==> src/rtl/ubchk_pkg.sv <==
package ubchk_pkg;
  typedef enum logic [1:0] {
    MODE_REAL = 2'd0,
    MODE_V86  = 2'd1,
    MODE_PROT = 2'd2,
    MODE_LONG = 2'd3
  } cpu_mode_e;

  localparam logic [7:0] OPC_CHK_INV = 8'h1A;
  localparam logic [7:0] OPC_CHK_RAW = 8'h1B;
  localparam logic [7:0] STAT_BR     = 8'h01;
endpackage

==> src/rtl/ubchk_bnd_file.sv <==
module ubchk_bnd_file #(
  parameter int unsigned NBND = 4,
  parameter int unsigned W    = 64,
  localparam int unsigned AW  = (NBND > 1) ? $clog2(NBND) : 1
) (
  input  logic          clk_i,
  input  logic          rst_ni,
  input  logic          we_i,
  input  logic [AW-1:0] waddr_i,
  input  logic [W-1:0]  wdata_i,
  input  logic [AW-1:0] raddr_i,
  output logic [W-1:0]  rdata_o
);
  logic [W-1:0] ent_q [NBND];

  for (genvar g = 0; g < NBND; g++) begin : g_ent
    always_ff @(posedge clk_i or negedge rst_ni) begin
      if (!rst_ni)                                  ent_q[g] <= '0;
      else if (we_i && waddr_i == AW'(g))           ent_q[g] <= wdata_i;
    end
  end

  assign rdata_o = ent_q[raddr_i];
endmodule

==> src/rtl/ubchk_fault_dec.sv <==
module ubchk_fault_dec
  import ubchk_pkg::*;
#(
  parameter int unsigned IDXW = 4,
  parameter int unsigned NBND = 4
) (
  input  logic [7:0]      opc_i,
  input  logic [IDXW-1:0] idx_i,
  input  cpu_mode_e       mode_i,
  input  logic            cs_d_i,
  input  logic            adsz_ovr_i,
  input  logic            lock_i,
  output logic            ud_o,
  output logic            inv_o,
  output logic            w64_o
);
  logic opc_bad, idx_bad, asz_bad;

  always_comb begin
    w64_o   = (mode_i == MODE_LONG);
    inv_o   = (opc_i == OPC_CHK_INV);
    opc_bad = (opc_i != OPC_CHK_INV) && (opc_i != OPC_CHK_RAW);
    // without REX only the low three index bits exist
    if (w64_o) idx_bad = (32'(idx_i) >= NBND);
    else       idx_bad = (32'(idx_i[IDXW-2:0]) >= NBND);
    // 16-bit addressing in effect when default size and override agree
    asz_bad = !w64_o && (cs_d_i == adsz_ovr_i);
    ud_o    = lock_i || opc_bad || idx_bad || asz_bad;
  end
endmodule

==> src/rtl/ubchk_cmp.sv <==
module ubchk_cmp #(
  parameter int unsigned W  = 64,
  localparam int unsigned HW = W / 2
) (
  input  logic [W-1:0] opnd_i,
  input  logic [W-1:0] bnd_i,
  input  logic         inv_i,
  input  logic         w64_i,
  output logic         over_o
);
  logic [W-1:0] eff;

  always_comb begin
    eff = inv_i ? ~bnd_i : bnd_i;
    if (w64_i) over_o = (opnd_i > eff);
    else       over_o = (opnd_i[HW-1:0] > eff[HW-1:0]);
  end
endmodule

==> src/rtl/ubchk_unit.sv <==
module ubchk_unit
  import ubchk_pkg::*;
#(
  parameter int unsigned NBND = 4,
  parameter int unsigned W    = 64,
  parameter int unsigned IDXW = 4,
  parameter int unsigned FLW  = 6,
  localparam int unsigned AW  = (NBND > 1) ? $clog2(NBND) : 1
) (
  input  logic            clk_i,
  input  logic            rst_ni,
  input  logic            bnd_we_i,
  input  logic [AW-1:0]   bnd_waddr_i,
  input  logic [W-1:0]    bnd_wdata_i,
  input  logic            valid_i,
  input  logic [7:0]      opc_i,
  input  logic [IDXW-1:0] bnd_idx_i,
  input  logic [W-1:0]    operand_i,
  input  logic [1:0]      mode_i,
  input  logic            cs_d_i,
  input  logic            adsz_ovr_i,
  input  logic            lock_i,
  input  logic [FLW-1:0]  flags_i,
  output logic [FLW-1:0]  flags_o,
  output logic            done_o,
  output logic            ud_o,
  output logic            br_o,
  output logic [7:0]      bnd_status_o
);
  logic [W-1:0] bnd_rd;
  logic         ud_c, inv_c, w64_c, over_c;
  logic         done_q, ud_q, br_q;
  logic [7:0]   status_q;

  ubchk_bnd_file #(.NBND(NBND), .W(W)) u_file (
    .clk_i   (clk_i),
    .rst_ni  (rst_ni),
    .we_i    (bnd_we_i),
    .waddr_i (bnd_waddr_i),
    .wdata_i (bnd_wdata_i),
    .raddr_i (bnd_idx_i[AW-1:0]),
    .rdata_o (bnd_rd)
  );

  ubchk_fault_dec #(.IDXW(IDXW), .NBND(NBND)) u_dec (
    .opc_i      (opc_i),
    .idx_i      (bnd_idx_i),
    .mode_i     (cpu_mode_e'(mode_i)),
    .cs_d_i     (cs_d_i),
    .adsz_ovr_i (adsz_ovr_i),
    .lock_i     (lock_i),
    .ud_o       (ud_c),
    .inv_o      (inv_c),
    .w64_o      (w64_c)
  );

  ubchk_cmp #(.W(W)) u_cmp (
    .opnd_i (operand_i),
    .bnd_i  (bnd_rd),
    .inv_i  (inv_c),
    .w64_i  (w64_c),
    .over_o (over_c)
  );

  always_ff @(posedge clk_i or negedge rst_ni) begin
    if (!rst_ni) begin
      done_q   <= 1'b0;
      ud_q     <= 1'b0;
      br_q     <= 1'b0;
      status_q <= '0;
    end else begin
      done_q <= valid_i;
      ud_q   <= valid_i && ud_c;
      br_q   <= valid_i && !ud_c && over_c;
      if (valid_i && !ud_c && over_c) status_q <= STAT_BR;
    end
  end

  assign flags_o      = flags_i;
  assign done_o       = done_q;
  assign ud_o         = ud_q;
  assign br_o         = br_q;
  assign bnd_status_o = status_q;
endmodule

==> config.mk <==
export PLATFORM = sky130hd
export DESIGN_NAME = ubchk_unit
export DESIGN_NICKNAME = d
export VERILOG_FILES = /design/src/rtl/ubchk_pkg.sv /design/src/rtl/ubchk_bnd_file.sv /design/src/rtl/ubchk_fault_dec.sv /design/src/rtl/ubchk_cmp.sv /design/src/rtl/ubchk_unit.sv
export SDC_FILE = /design/constraint.sdc
export NUM_CORES = 1
export LEC_CHECK = 0
export BUFFER_PORTS_ARGS = -buffer_cell sky130_fd_sc_hd__buf_2
export CAP_MARGIN = 20
export CORE_MARGIN = 10
export CORE_UTILIZATION = 63
export DETAILED_ROUTE_END_ITERATION = 16
export HOLD_SLACK_MARGIN = 0.15
export PLACE_DENSITY = 0.86
export SLEW_MARGIN = 20
export SYNTH_ARGS = -nofsm -noshare
export SYNTH_HDL_FRONTEND = slang
export SYNTH_SLANG_ARGS = --single-unit
==> constraint.sdc <==
create_clock -name clk_i -period 8.1 [get_ports clk_i]
set_input_delay 1.215 -clock clk_i [delete_from_list [all_inputs] [get_ports clk_i]]
set_output_delay 1.215 -clock clk_i [all_outputs]
set_load 0.02 [all_outputs]
==> metrics.txt <==
status=completed; via count=8,008; core area=20,400 sq um; # rows=52; cell taking the most area after synthesis=dfrtp_1; final core occ=74.0%; count of final setup violators=0; XOR/XNOR Fraction of Synth Area=4.31%; DP Area=14,200 sq um; crit-path cells=buf_2 -> nor4bb_1 -> nand3_1 -> nor2_4 -> buf_4 -> xnor2_1 -> ha_1 -> and2_1 -> a221o_1 -> a221oi_1 -> a31oi_1 -> nor3_1 -> o22ai_1 -> a31o_1; initial antenna violation count=6; Leakage Power=6.63 nW; Warnings, synthesis=0; CTS root buf=clkbuf_16; CTS resizes=0; slowest cell on the critical path=buf_4; grt total ovfl=0; NetSw=0.966 mW; Req. time, crit path=8.52 ns; delay-heaviest family, CP=simple AND/OR/NAND/NOR gates; Routed WL=29.8 mm; Starting Density=64.6%; die width=165 microns; area delta synth->final=14.5%; layout cells sized above 1=51.0%; Internal=2.80 mW; RePlAce Congestion=0.820; commonest non-fill, non-tap cell in the layout=dfrtp_1; Placement Setup Slack=2.79 ns; final hold viol count=0; design area=15,100 sq um; clock-pin slew on the worst setup and hold paths=0.06 ns; Critical Path Start Type=primary input; Comb pwr share=21.3%; crit end category=flip-flop; CP Class=primary input to flip-flop; HP Class=flip-flop to flip-flop; period utilisation layout=59.3%; later-pin clock latency in the skew report=0.53 ns; All-Layer GR Usage=22.0%; Sequential Power Share=44.2%; Max-cap violations=0; setup TNS=0 ns; CTS hold repair buffers=0; Yosys cell types=40; RSZ-0062 raised after global routing=false; CTS tree=done; Bufs and invs on worst path=2; H-tree depth=1; fin cells=1,324; PwrDens=249 nW/um^2; Post-CTS Setup Bufs=0; Final Hold Slack=0.498 ns; Synth Instances=885; register area share after synthesis=49.3%; clock sink count=260; Pre-antenna DRT Iters=4; Synth top area share=49.3%; largest net degree at the start of global routing=123; Slew @ Worst Pin=1.03 ns; Longest Clk Path Bufs=3; clock buffer count from CTS=28; highest clock rate=0.208 GHz; first-pass GRT wire length=47.6 mm; Port-buffer cells=154; routed vias/inst=6.05; Detailed Place HPWL=19.4 mm; Clk pwr share=34.4%; Iter 0 DRT Violations=423; peak supply drop=0.000185 V; most frequent cells in the layout=dfrtp_1 (260), mux2_2 (256), buf_2 (152), mux4_2 (64), ha_1 (64); critical path peak fanout=30; Synth Register Bits=260; vias in the first global route=8,884; Avg WL per Cell=22.5 microns; Netlist Area Pre-Place=13,200 sq um; fin nets=1,247; Final Power=3.77 mW; mux cell area share after synthesis=32.8%; main area contributors after synthesis=dfrtp_1 (49%), mux2_2 (22%), mux4_2 (11%), ha_1 (6.1%), xnor2_1 (4.2%); dpl cells=1,266; post-layout min period=4.81 ns; Rel. slew slack=31.5%; die height=165 microns; largest family of logic cells by synthesized area=multiplexers; Compound-Gate Fraction of Synth Area=2.51%; adder-cell share of the synthesized area=6.07%; ANT nets after route=0; Sw Share=25.6%; final worst setup slack=3.29 ns; worst clock skew=0.00587 ns; CP Data Arrival Time=5.23 ns; delay of the slowest critical-path stage=0.58 ns; # DRC=0; die area=27,100 sq um; Slew Limit Fails=0; Post-Synth Simple-Gate Area=2.70%; Top Ports=174; syn avg cell area=14.9 sq um
logic make-up (layout without fill, tap and decap cells):
group,count (synthesis),count (layout)
buffers and inverters,63,219
xor gates and xnor gates,65,65
other,1,14
muxes,320,320
and+or+nand+nor,60,60
AOI/OAI and AO/OA,52,52
DFF,260,260
adders and majority gates,64,64
cell type report:
class | instances | area (sq um)
repair buffers | 165 | 866
multi-input cells | 568 | 6430
clock inverters | 10 | 128
diodes | 7 | 17.5
inverters | 3 | 11.3
clock buffers | 41 | 821
well taps | 270 | 338
fillers | 1321 | 5310
flip-flops and latches | 260 | 6510
worst paths after layout:
check | startpoint | end | slack (ns) | depth (start not counted)
setup / recovery | opc_i[5] | bnd_status_o[0] | 3.29 | 14
hold / removal | u_file.ent_q[75] | u_file.ent_q[75] | 0.50 | 1
min in group asynchronous | rst_ni | u_file.ent_q[171] | 0.75 | 1
setup reg to reg | u_file.ent_q[38] | bnd_status_o[0] | 4.83 | 10
max in group asynchronous | rst_ni | u_file.ent_q[66] | 5.77 | 2
hold reg to reg | u_file.ent_q[75] | u_file.ent_q[75] | 0.50 | 1
synthesized netlist by cell type:
library cell,n
a2111o_1,1
a21o_1,10
a21oi_1,21
a221o_1,3
a221oi_1,4
a22o_1,1
a31o_1,1
a31oi_1,1
and2_0,1
and2_1,2
and3_1,3
and4_1,3
buf_2,18
buf_4,13
clkbuf_1,29
conb_1,1
dfrtp_1,260
ha_1,64
inv_1,3
mux2_2,256
mux4_2,64
nand2_1,15
nand2b_1,1
nand3_1,9
nand3b_1,2
nand3b_4,1
nand4_1,7
nor2_1,6
nor2_2,1
nor2b_1,1
nor3_1,1
nor3b_1,1
nor4_1,3
nor4_4,1
nor4bb_1,1
o21ai_0,9
o22ai_1,1
or3b_1,1
xnor2_1,63
xor2_1,2
worst register-to-register path: stages, from the launching register on:
cell and delay, ns:
dfrtp_1 0.38, mux4_2 0.48, xnor2_1 0.20, ha_1 0.26, and2_1 0.19, a221o_1 0.34
a221oi_1 0.39, a31oi_1 0.16, nor3_1 0.34, o22ai_1 0.18, a31o_1 0.24
state kept, by name, indices dropped and copies added (netlist names):
signal / cells
u_file.ent_q: 256
br_o: 1
ud_o: 1
bnd_status_o: 1
done_o: 1
metal layers:
layer | routed length (microns) | GRT usage [%]
met2 | 14900 | 36.9
met1 | 12200 | 28.6
met4 | 546 | 5.92
met5 | 13 | 0
met3 | 2070 | 4.38
power groups by stage:
stage	clock, mW	sequential (mW)	combinational (mW)
floorplan	0	1.64	0.610
global placement	0	1.66	0.759
detailed placement	0	1.68	0.797
CTS	1.32	1.66	0.812
global route	1.37	1.69	0.888
finish	1.30	1.67	0.804
No activity file was read; power rests on OpenSTA's default activity.
